==> src/rtl/adc_seq_pkg.sv <==
package adc_seq_pkg;

    typedef enum logic [1:0] {
        ST_IDLE   = 2'd0,
        ST_SETTLE = 2'd1,
        ST_REQ    = 2'd2,
        ST_WAIT   = 2'd3
    } seq_st_e;

    localparam logic [1:0] SRC_SW   = 2'd0;
    localparam logic [1:0] SRC_TMR2 = 2'd1;
    localparam logic [1:0] SRC_TMR3 = 2'd2;
    localparam logic [1:0] SRC_EXT  = 2'd3;

    // Index of the last sample for a given averaging select.
    function automatic logic [4:0] last_index(input logic [1:0] sel);
        case (sel)
            2'd0:    return 5'd0;
            2'd1:    return 5'd3;
            2'd2:    return 5'd7;
            default: return 5'd15;
        endcase
    endfunction

endpackage

==> src/rtl/adc_trig_sel.sv <==
module adc_trig_sel
    import adc_seq_pkg::*;
#(
    parameter int SYNC_STAGES = 2
) (
    input  logic       clk,
    input  logic       rst_n,
    input  logic [1:0] src_sel,
    input  logic       sw_start,
    input  logic       tmr2_ovf,
    input  logic       tmr3_ovf,
    input  logic       ext_start,
    output logic       trig
);

    localparam int CHAIN = SYNC_STAGES + 1;

    typedef struct packed {
        logic [CHAIN-1:0] chain;
    } sync_t;

    sync_t r_d, r_q;
    logic  ext_pulse;

    always_comb begin
        r_d       = r_q;
        r_d.chain = {r_q.chain[CHAIN-2:0], ext_start};
    end

    always_ff @(posedge clk) begin
        if (!rst_n) r_q <= '0;
        else        r_q <= r_d;
    end

    assign ext_pulse = r_q.chain[CHAIN-2] & ~r_q.chain[CHAIN-1];

    always_comb begin
        case (src_sel)
            SRC_SW:   trig = sw_start;
            SRC_TMR2: trig = tmr2_ovf;
            SRC_TMR3: trig = tmr3_ovf;
            default:  trig = ext_pulse;
        endcase
    end

    assert_ext_edge_R2: assert property (@(posedge clk) disable iff (!rst_n)
        ext_pulse |=> !ext_pulse);

endmodule

==> src/rtl/adc_seq_ctrl.sv <==
module adc_seq_ctrl
    import adc_seq_pkg::*;
#(
    parameter int SMP_W    = 12,
    parameter int ACC_W    = 16,
    parameter int SETTLE_W = 8
) (
    input  logic                clk,
    input  logic                rst_n,
    input  logic                trig,
    input  logic [1:0]          avg_sel,
    input  logic                burst_en,
    input  logic [SETTLE_W-1:0] settle_cyc,
    input  logic                flag_clr,
    input  logic                conv_done,
    input  logic [SMP_W-1:0]    conv_data,
    output logic                conv_req,
    output logic                busy,
    output logic [ACC_W-1:0]    result,
    output logic                done_flag
);

    localparam int CNT_W = 5;
    localparam int PAD_W = ACC_W - SMP_W;

    typedef struct packed {
        seq_st_e             st;
        logic [SETTLE_W-1:0] scnt;
        logic [CNT_W-1:0]    cnt;
        logic [ACC_W-1:0]    acc;
        logic [ACC_W-1:0]    res;
        logic                flag;
    } ctrl_t;

    ctrl_t            r_d, r_q;
    logic             fin;
    logic [CNT_W-1:0] last_idx;
    logic [ACC_W-1:0] acc_sum;

    assign last_idx = last_index(avg_sel);
    assign acc_sum  = r_q.acc + {{PAD_W{1'b0}}, conv_data};
    assign fin      = (r_q.st == ST_WAIT) && conv_done && (r_q.cnt == last_idx);

    always_comb begin
        r_d = r_q;
        case (r_q.st)
            ST_IDLE: begin
                if (trig) begin
                    r_d.acc  = '0;
                    r_d.cnt  = '0;
                    r_d.scnt = '0;
                    r_d.st   = burst_en ? ST_SETTLE : ST_REQ;
                end
            end
            ST_SETTLE: begin
                r_d.scnt = r_q.scnt + 1'b1;
                if (r_q.scnt == settle_cyc) r_d.st = ST_REQ;
            end
            ST_REQ: r_d.st = ST_WAIT;
            ST_WAIT: begin
                if (conv_done) begin
                    r_d.acc = acc_sum;
                    r_d.cnt = r_q.cnt + 1'b1;
                    r_d.st  = ST_REQ;
                    if (fin) begin
                        r_d.res = acc_sum;
                        r_d.st  = ST_IDLE;
                    end
                end
            end
            default: r_d.st = ST_IDLE;
        endcase
        if (flag_clr) r_d.flag = 1'b0;
        if (fin)      r_d.flag = 1'b1;
    end

    always_ff @(posedge clk) begin
        if (!rst_n) begin
            r_q    <= '0;
            r_q.st <= ST_IDLE;
        end else begin
            r_q <= r_d;
        end
    end

    assign conv_req  = (r_q.st == ST_REQ);
    assign busy      = (r_q.st != ST_IDLE);
    assign result    = r_q.res;
    assign done_flag = r_q.flag;

    assert_busy_hold_R7: assert property (@(posedge clk) disable iff (!rst_n)
        (busy && !fin) |=> busy);
    assert_result_stable_R4: assert property (@(posedge clk) disable iff (!rst_n)
        !fin |=> $stable(result));
    assert_flag_set_R6: assert property (@(posedge clk) disable iff (!rst_n)
        fin |=> done_flag);
    assert_flag_clr_R6: assert property (@(posedge clk) disable iff (!rst_n)
        (flag_clr && !fin) |=> !done_flag);
    assert_cnt_range_R3: assert property (@(posedge clk) disable iff (!rst_n)
        busy |-> (r_q.cnt <= last_idx));
    assert_direct_req_R8: assert property (@(posedge clk) disable iff (!rst_n)
        (!busy && trig && !burst_en) |=> conv_req);

endmodule

==> src/rtl/adc_seq_top.sv <==
module adc_seq_top #(
    parameter int SMP_W    = 12,
    parameter int ACC_W    = 16,
    parameter int SETTLE_W = 8
) (
    input  logic                clk,
    input  logic                rst_n,
    input  logic [1:0]          src_sel,
    input  logic [1:0]          avg_sel,
    input  logic                burst_en,
    input  logic [SETTLE_W-1:0] settle_cyc,
    input  logic                irq_en,
    input  logic                sw_start,
    input  logic                tmr2_ovf,
    input  logic                tmr3_ovf,
    input  logic                ext_start,
    input  logic                flag_clr,
    input  logic                conv_done,
    input  logic [SMP_W-1:0]    conv_data,
    output logic                conv_req,
    output logic                pwr_on,
    output logic                busy,
    output logic [ACC_W-1:0]    result,
    output logic                done_flag,
    output logic                irq
);

    logic trig;

    adc_trig_sel #(.SYNC_STAGES(2)) u_trig (
        .clk      (clk),
        .rst_n    (rst_n),
        .src_sel  (src_sel),
        .sw_start (sw_start),
        .tmr2_ovf (tmr2_ovf),
        .tmr3_ovf (tmr3_ovf),
        .ext_start(ext_start),
        .trig     (trig)
    );

    adc_seq_ctrl #(
        .SMP_W   (SMP_W),
        .ACC_W   (ACC_W),
        .SETTLE_W(SETTLE_W)
    ) u_ctrl (
        .clk       (clk),
        .rst_n     (rst_n),
        .trig      (trig),
        .avg_sel   (avg_sel),
        .burst_en  (burst_en),
        .settle_cyc(settle_cyc),
        .flag_clr  (flag_clr),
        .conv_done (conv_done),
        .conv_data (conv_data),
        .conv_req  (conv_req),
        .busy      (busy),
        .result    (result),
        .done_flag (done_flag)
    );

    assign pwr_on = ~burst_en | busy;
    assign irq    = done_flag & irq_en;

    assert_req_powered_R9: assert property (@(posedge clk) disable iff (!rst_n)
        conv_req |-> pwr_on);
    assert_irq_gate_R5: assert property (@(posedge clk) disable iff (!rst_n)
        (irq_en && $rose(done_flag)) |-> irq);

endmodule

==> config.mk <==
export PLATFORM = sky130hd
export DESIGN_NAME = adc_seq_top
export DESIGN_NICKNAME = d
export VERILOG_FILES = /design/src/rtl/adc_seq_pkg.sv /design/src/rtl/adc_trig_sel.sv /design/src/rtl/adc_seq_ctrl.sv /design/src/rtl/adc_seq_top.sv
export SDC_FILE = /design/constraint.sdc
export NUM_CORES = 1
export LEC_CHECK = 0
export BUFFER_PORTS_ARGS = -buffer_cell sky130_fd_sc_hd__clkbuf_2
export CAP_MARGIN = 0
export CORE_AREA = 3 3 79 99
export DETAILED_ROUTE_END_ITERATION = 12
export DIE_AREA = 0 0 82 102
export GPL_TIMING_DRIVEN = 0
export PLACE_DENSITY = 0.65
export SYNTH_ARGS = -nofsm -noshare
export SYNTH_HDL_FRONTEND = slang
export SYNTH_SLANG_ARGS = --single-unit
==> constraint.sdc <==
create_clock -name clk -period 5.94 [get_ports clk]
set_input_delay 0.297 -clock clk [delete_from_list [all_inputs] [get_ports clk]]
set_output_delay 0.297 -clock clk [all_outputs]
set_load 0.02 [all_outputs]
Yosys cells after proc, flatten, opt, wreduce, memory -nomap -nowiden. Index checks and enable logic that the tools add are counted.

Bits in registers: 51. Input bits: 34. Output and inout bits: 21.

Add/sub/neg operators: 3. Equality and inequality tests: 12. Muxes and demuxes: 14. Bitwise logic cells: 5. Reductions and logical operators: 13.

Operator list (count): $pmux W21 S2 (1); $mux W37 (1); $mux W31 (1); $add A16 B12 Y16 (1); $mux W16 (1); $pmux W8 S2 (1); $pmux W4 S3 (1); $reduce_and A3 Y1 (3); $add A8 B1 Y8 const B (1); $eq A2 B2 Y1 const B (4); $eq A8 B8 Y1 (1); $mux W2 (4); $pmux W2 S4 (1); $reduce_bool A2 Y1 (4); $eq A2 B1 Y1 const B (3); $logic_not A2 Y1 (3); $add A5 B1 Y5 const B (1); $eq A5 B4 Y1 (1); $ne A2 B2 Y1 const B (2); $pmux W1 S3 (1); $and A1 B1 Y1 (2); $logic_and A1 B1 Y1 (2); $mux W1 (2); $ne A2 B1 Y1 const B (1); 3 further kinds (4).

Depth between registers and ports, before layout.
Word-level depth: 7. Mapped depth: 7. Mapped depth without buffers: 7.

Modules after synthesis. Synthesis repeated with hierarchy kept, for this count alone.

Cells, all modules: 350. Area, all modules: 2971.6 µm².

By module, submodules not included: adc_seq_ctrl (instances 1, cells each 340, area an instance 2851.5 µm², sequential area each 960.9 µm²); adc_trig_sel (instances 1, cells each 8, area an instance 107.6 µm², sequential area each 60.1 µm²); adc_seq_top (instances 1, cells each 2, area an instance 12.5 µm², sequential area each 0.0 µm²).

Worst setup path before layout. OpenSTA, ideal clock, no wires.

Path type: input to register. Start: input conv_data[0]. End: register u_ctrl.r_q[29] (netlist bit). Library setup time: 0.137 ns. Arrival: 1.958 ns. Setup slack: 3.844 ns. Cell stages on the path: 7. Path buffers: 0. Path through: ha_1 > fa_1 > a21o_1 > a221oi_2 > nor3_1 > a311oi_1 > a311oi_1.

Longest elaborated chain between the ends: 3.

RTL lines: start, declared (line adc_seq_top.sv:19) `input logic [SMP_W-1:0] conv_data,`; $add A16 B12 Y16 (line adc_seq_ctrl.sv:41) `assign acc_sum = r_q.acc + {{PAD_W{1'b0}}, conv_data};`; $mux W37 (line adc_seq_ctrl.sv:61) `if (conv_done) begin`; $pmux W21 S2 (line adc_seq_ctrl.sv:46) `case (r_q.st)`; end signal, assigned (line adc_seq_ctrl.sv:82) `r_q <= r_d;`; end, declared (line adc_seq_ctrl.sv:35) `ctrl_t r_d, r_q;`.

Every way passes these cells. The select of a mux whose other input is x is not followed. A chain may end at the register's enable or synchronous reset.

Worst setup path after layout.
Start: register u_ctrl.r_q[17] (netlist bit). End: register u_ctrl.r_q[29] (netlist bit).

Longest elaborated chain between the ends: 3.

RTL lines (line): $add A16 B12 Y16 (adc_seq_ctrl.sv:41); $mux W37 (adc_seq_ctrl.sv:61); $pmux W21 S2 (adc_seq_ctrl.sv:46).

Every way passes these cells. The select of a mux whose other input is x is not followed.

==> results.json <==
{
  "status": "complete, no violations",
  "drcViolationCount": 0,
  "ir_drop_v": 0.000155,
  "post_cts_resized": 0,
  "cts_made_buffers": 5,
  "fin_crit_sh_pct": 43.0,
  "cap_viol_max_count": 0,
  "synth-seq-area-share_pct": 33.0,
  "yosys.area.top_type": "dfxtp_1",
  "dr.pass1.iters": 4,
  "syn-num-nets": 414,
  "syn_avg_cell_area_um2": 8.48,
  "n_antenna_cell": 0,
  "pre_cts_ws_ps": 3380,
  "yosysWarnings": 0,
  "drive_gt1_share_pct": 23.0,
  "hpwl_um": 5420,
  "fin_ws_ps": 3390,
  "synth_cell_types": 58,
  "synth_area_leaders": "dfxtp_1, ha_1, nor2_1, buf_4, xnor2_1",
  "power_leakage_nw": 1.50,
  "synth_top_area_share_pct": 33.0,
  "rsz0062_at_grt": "false",
  "fmax_ghz": 0.392,
  "gr-total-overflow": 0,
  "routed-via-count": 2853,
  "wl_um": 7370,
  "setup_viol": 0,
  "power_density_nw_per_um2": 209,
  "fp.dieW_um": 82,
  "cp.arrival_ps": 2730,
  "worstSkewPairLatency_ps": 310,
  "crit_path_max_fanout": 6,
  "ios": 55,
  "die_area_um2": 8360,
  "grt_max_degree": 16,
  "cts_setup_buffers": 0,
  "synthCells": 365,
  "hold_violations": 0,
  "h-tree-depth": 2,
  "finalSetupTns_ps": 0,
  "worst_slew_pin_slew_ps": 629,
  "vias_per_cell": 5.52,
  "hold_path.class": "input port to register",
  "slew_viol_final": 0,
  "synth-edff-count": 0,
  "clock-sinks": 51,
  "cts_root_buf": "clkbuf_8",
  "postRouteAntennaNets": 0,
  "die_y_um": 102,
  "skew_ps": 14.3,
  "critical_path_class": "register to register",
  "antenna_found_initial": 0,
  "start_kind": "register",
  "async_flop_share_pct": 0,
  "areaGrowthSynthToFinish_pct": 16.2,
  "core.rowCount": 34,
  "period_needed_ps": 2550,
  "ff2ff_setup_slack_ps": 3390,
  "track_usage_pct": 18.4,
  "wire_per_inst_um": 14.3,
  "grt_pass1_wl_um": 12000,
  "gp_congestion": 0.858,
  "clockBufferDepth": 2,
  "nets": 475,
  "critical_path_required_ps": 6120,
  "hold_buffers": 0,
  "floorplan.initialDensity_pct": 44.4,
  "grt_pass1_vias": 2626,
  "hold_ws_ps": 202,
  "tritoncts": "yes",
  "clk_pin_slew_ps": 100,
  "synthFlopType": "dfxtp_1",
  "ys_ff_latch": 51,
  "max-slew-margin-rel_pct": 58.1,
  "drt_iter0_drc": 169,
  "synth_area_um2": 3100,
  "place.port_buffers": 54,
  "cp-end-kind": "register",
  "core_area_um2": 6980
}
## worst max-delay path, stage by stage (launching register included)
cell      delay [ps]
dfxtp_1          320
ha_1             220
fa_1             410
a21o_1           200
a221oi_2         560
nor3_1           140
a311oi_1         430
a311oi_1         150
## logic make-up after synthesis
group	after synthesis	share of synthesized area, %
flip-flops	51	33.0
AO/OA/AOI/OAI	94	21.9
AND/OR/NAND/NOR	129	20.4
multiplexers	10	3.68
XOR/XNOR	23	6.51
adder cells (fa/ha/maj)	15	6.31
buffers and inverters	43	8.16
## sequential cells by signal, indices dropped and copies added (netlist names)
| register | cells |
|---|---|
| u_trig.r_q | 3 |
| u_ctrl.r_q | 31 |
| u_ctrl.done_flag | 1 |
| u_ctrl.result | 16 |
## worst paths after layout
| path | start | endpoint | cells after the start |
|---|---|---|---|
| min | ext_start | u_trig.r_q[0] | 2 |
| max reg2reg | u_ctrl.r_q[17] | u_ctrl.r_q[29] | 7 |
| max | u_ctrl.r_q[17] | u_ctrl.r_q[29] | 7 |
| min reg2reg | u_trig.r_q[0] | u_trig.r_q[1] | 1 |
## per-stage QoR
step	total power [mW]	std cells	instance area, um^2	utilization, %
after floorplan	0.458	365	3100	-
after detailed placement	0.502	509	3480	49.9
final	0.751	517	3600	51.5
after global placement	0.501	509	3480	49.9
after global routing	0.789	517	3600	51.5
after CTS	0.760	517	3600	51.5
## where the power goes
| group | internal [mW] | switching (mW) | total, mW |
|---|---|---|---|
| combinational | 0.0510 | 0.0899 | 0.141 |
| clock | 0.137 | 0.119 | 0.255 |
| sequential | 0.349 | 0.00515 | 0.355 |
| total | 0.537 | 0.214 | 0.751 |
## placed cells by master (no fill, tap or decap), drive strengths merged, types with 4 or more instances in the layout
| cell type | Yosys | final |
|---|---|---|
| a22oi | 10 | 10 |
| buf | 24 | 24 |
| xor2 | 10 | 10 |
| o211ai | 9 | 9 |
| clkbuf | 14 | 74 |
| dfxtp | 51 | 51 |
| inv | 5 | 5 |
| o21ai | 17 | 17 |
| a211oi | 4 | 4 |
| mux2i | 8 | 8 |
| a21o | 6 | 6 |
| nor3 | 6 | 6 |
| a21oi | 19 | 19 |
| and3 | 6 | 6 |
| nor2 | 45 | 45 |
| nand3 | 13 | 13 |
| ha | 14 | 14 |
| nand4 | 6 | 6 |
| and2 | 5 | 5 |
| xnor2 | 13 | 13 |
| nand2 | 29 | 29 |
| o22ai | 4 | 4 |
## cell usage after synthesis (all sizes together) (8+ instances only)
master / number
a22oi: 10
xnor2: 13
o211ai: 9
a21oi: 19
nand2: 29
mux2i: 8
nor2: 45
nand3: 13
dfxtp: 51
buf: 24
xor2: 10
ha: 14
clkbuf: 14
o21ai: 17
## cell type report
| cell class | instances | area (um^2) |
|---|---|---|
| inverters | 5 | 18.8 |
| multi-input cells | 271 | 1820 |
| plain buffers | 38 | 234 |
| clock inverters | 2 | 35.0 |
| fillers | 696 | 3380 |
| flip-flops and latches | 51 | 1020 |
| repair buffers | 54 | 270 |
| clock buffers | 6 | 82.6 |
| well taps | 90 | 113 |
## metal layers
| layer | track usage [%] | vias to the layer above | routed length [um] |
|---|---|---|---|
| met1 | 23.3 | 1346 | 3350 |
| met4 | 6.91 | 0 | 116 |
| met5 | 0 | - | 0 |
| met3 | 3.00 | 9 | 339 |
| li1 | - | 1427 | - |
| met2 | 30.9 | 71 | 3560 |
(Power assumes the default switching activity.)
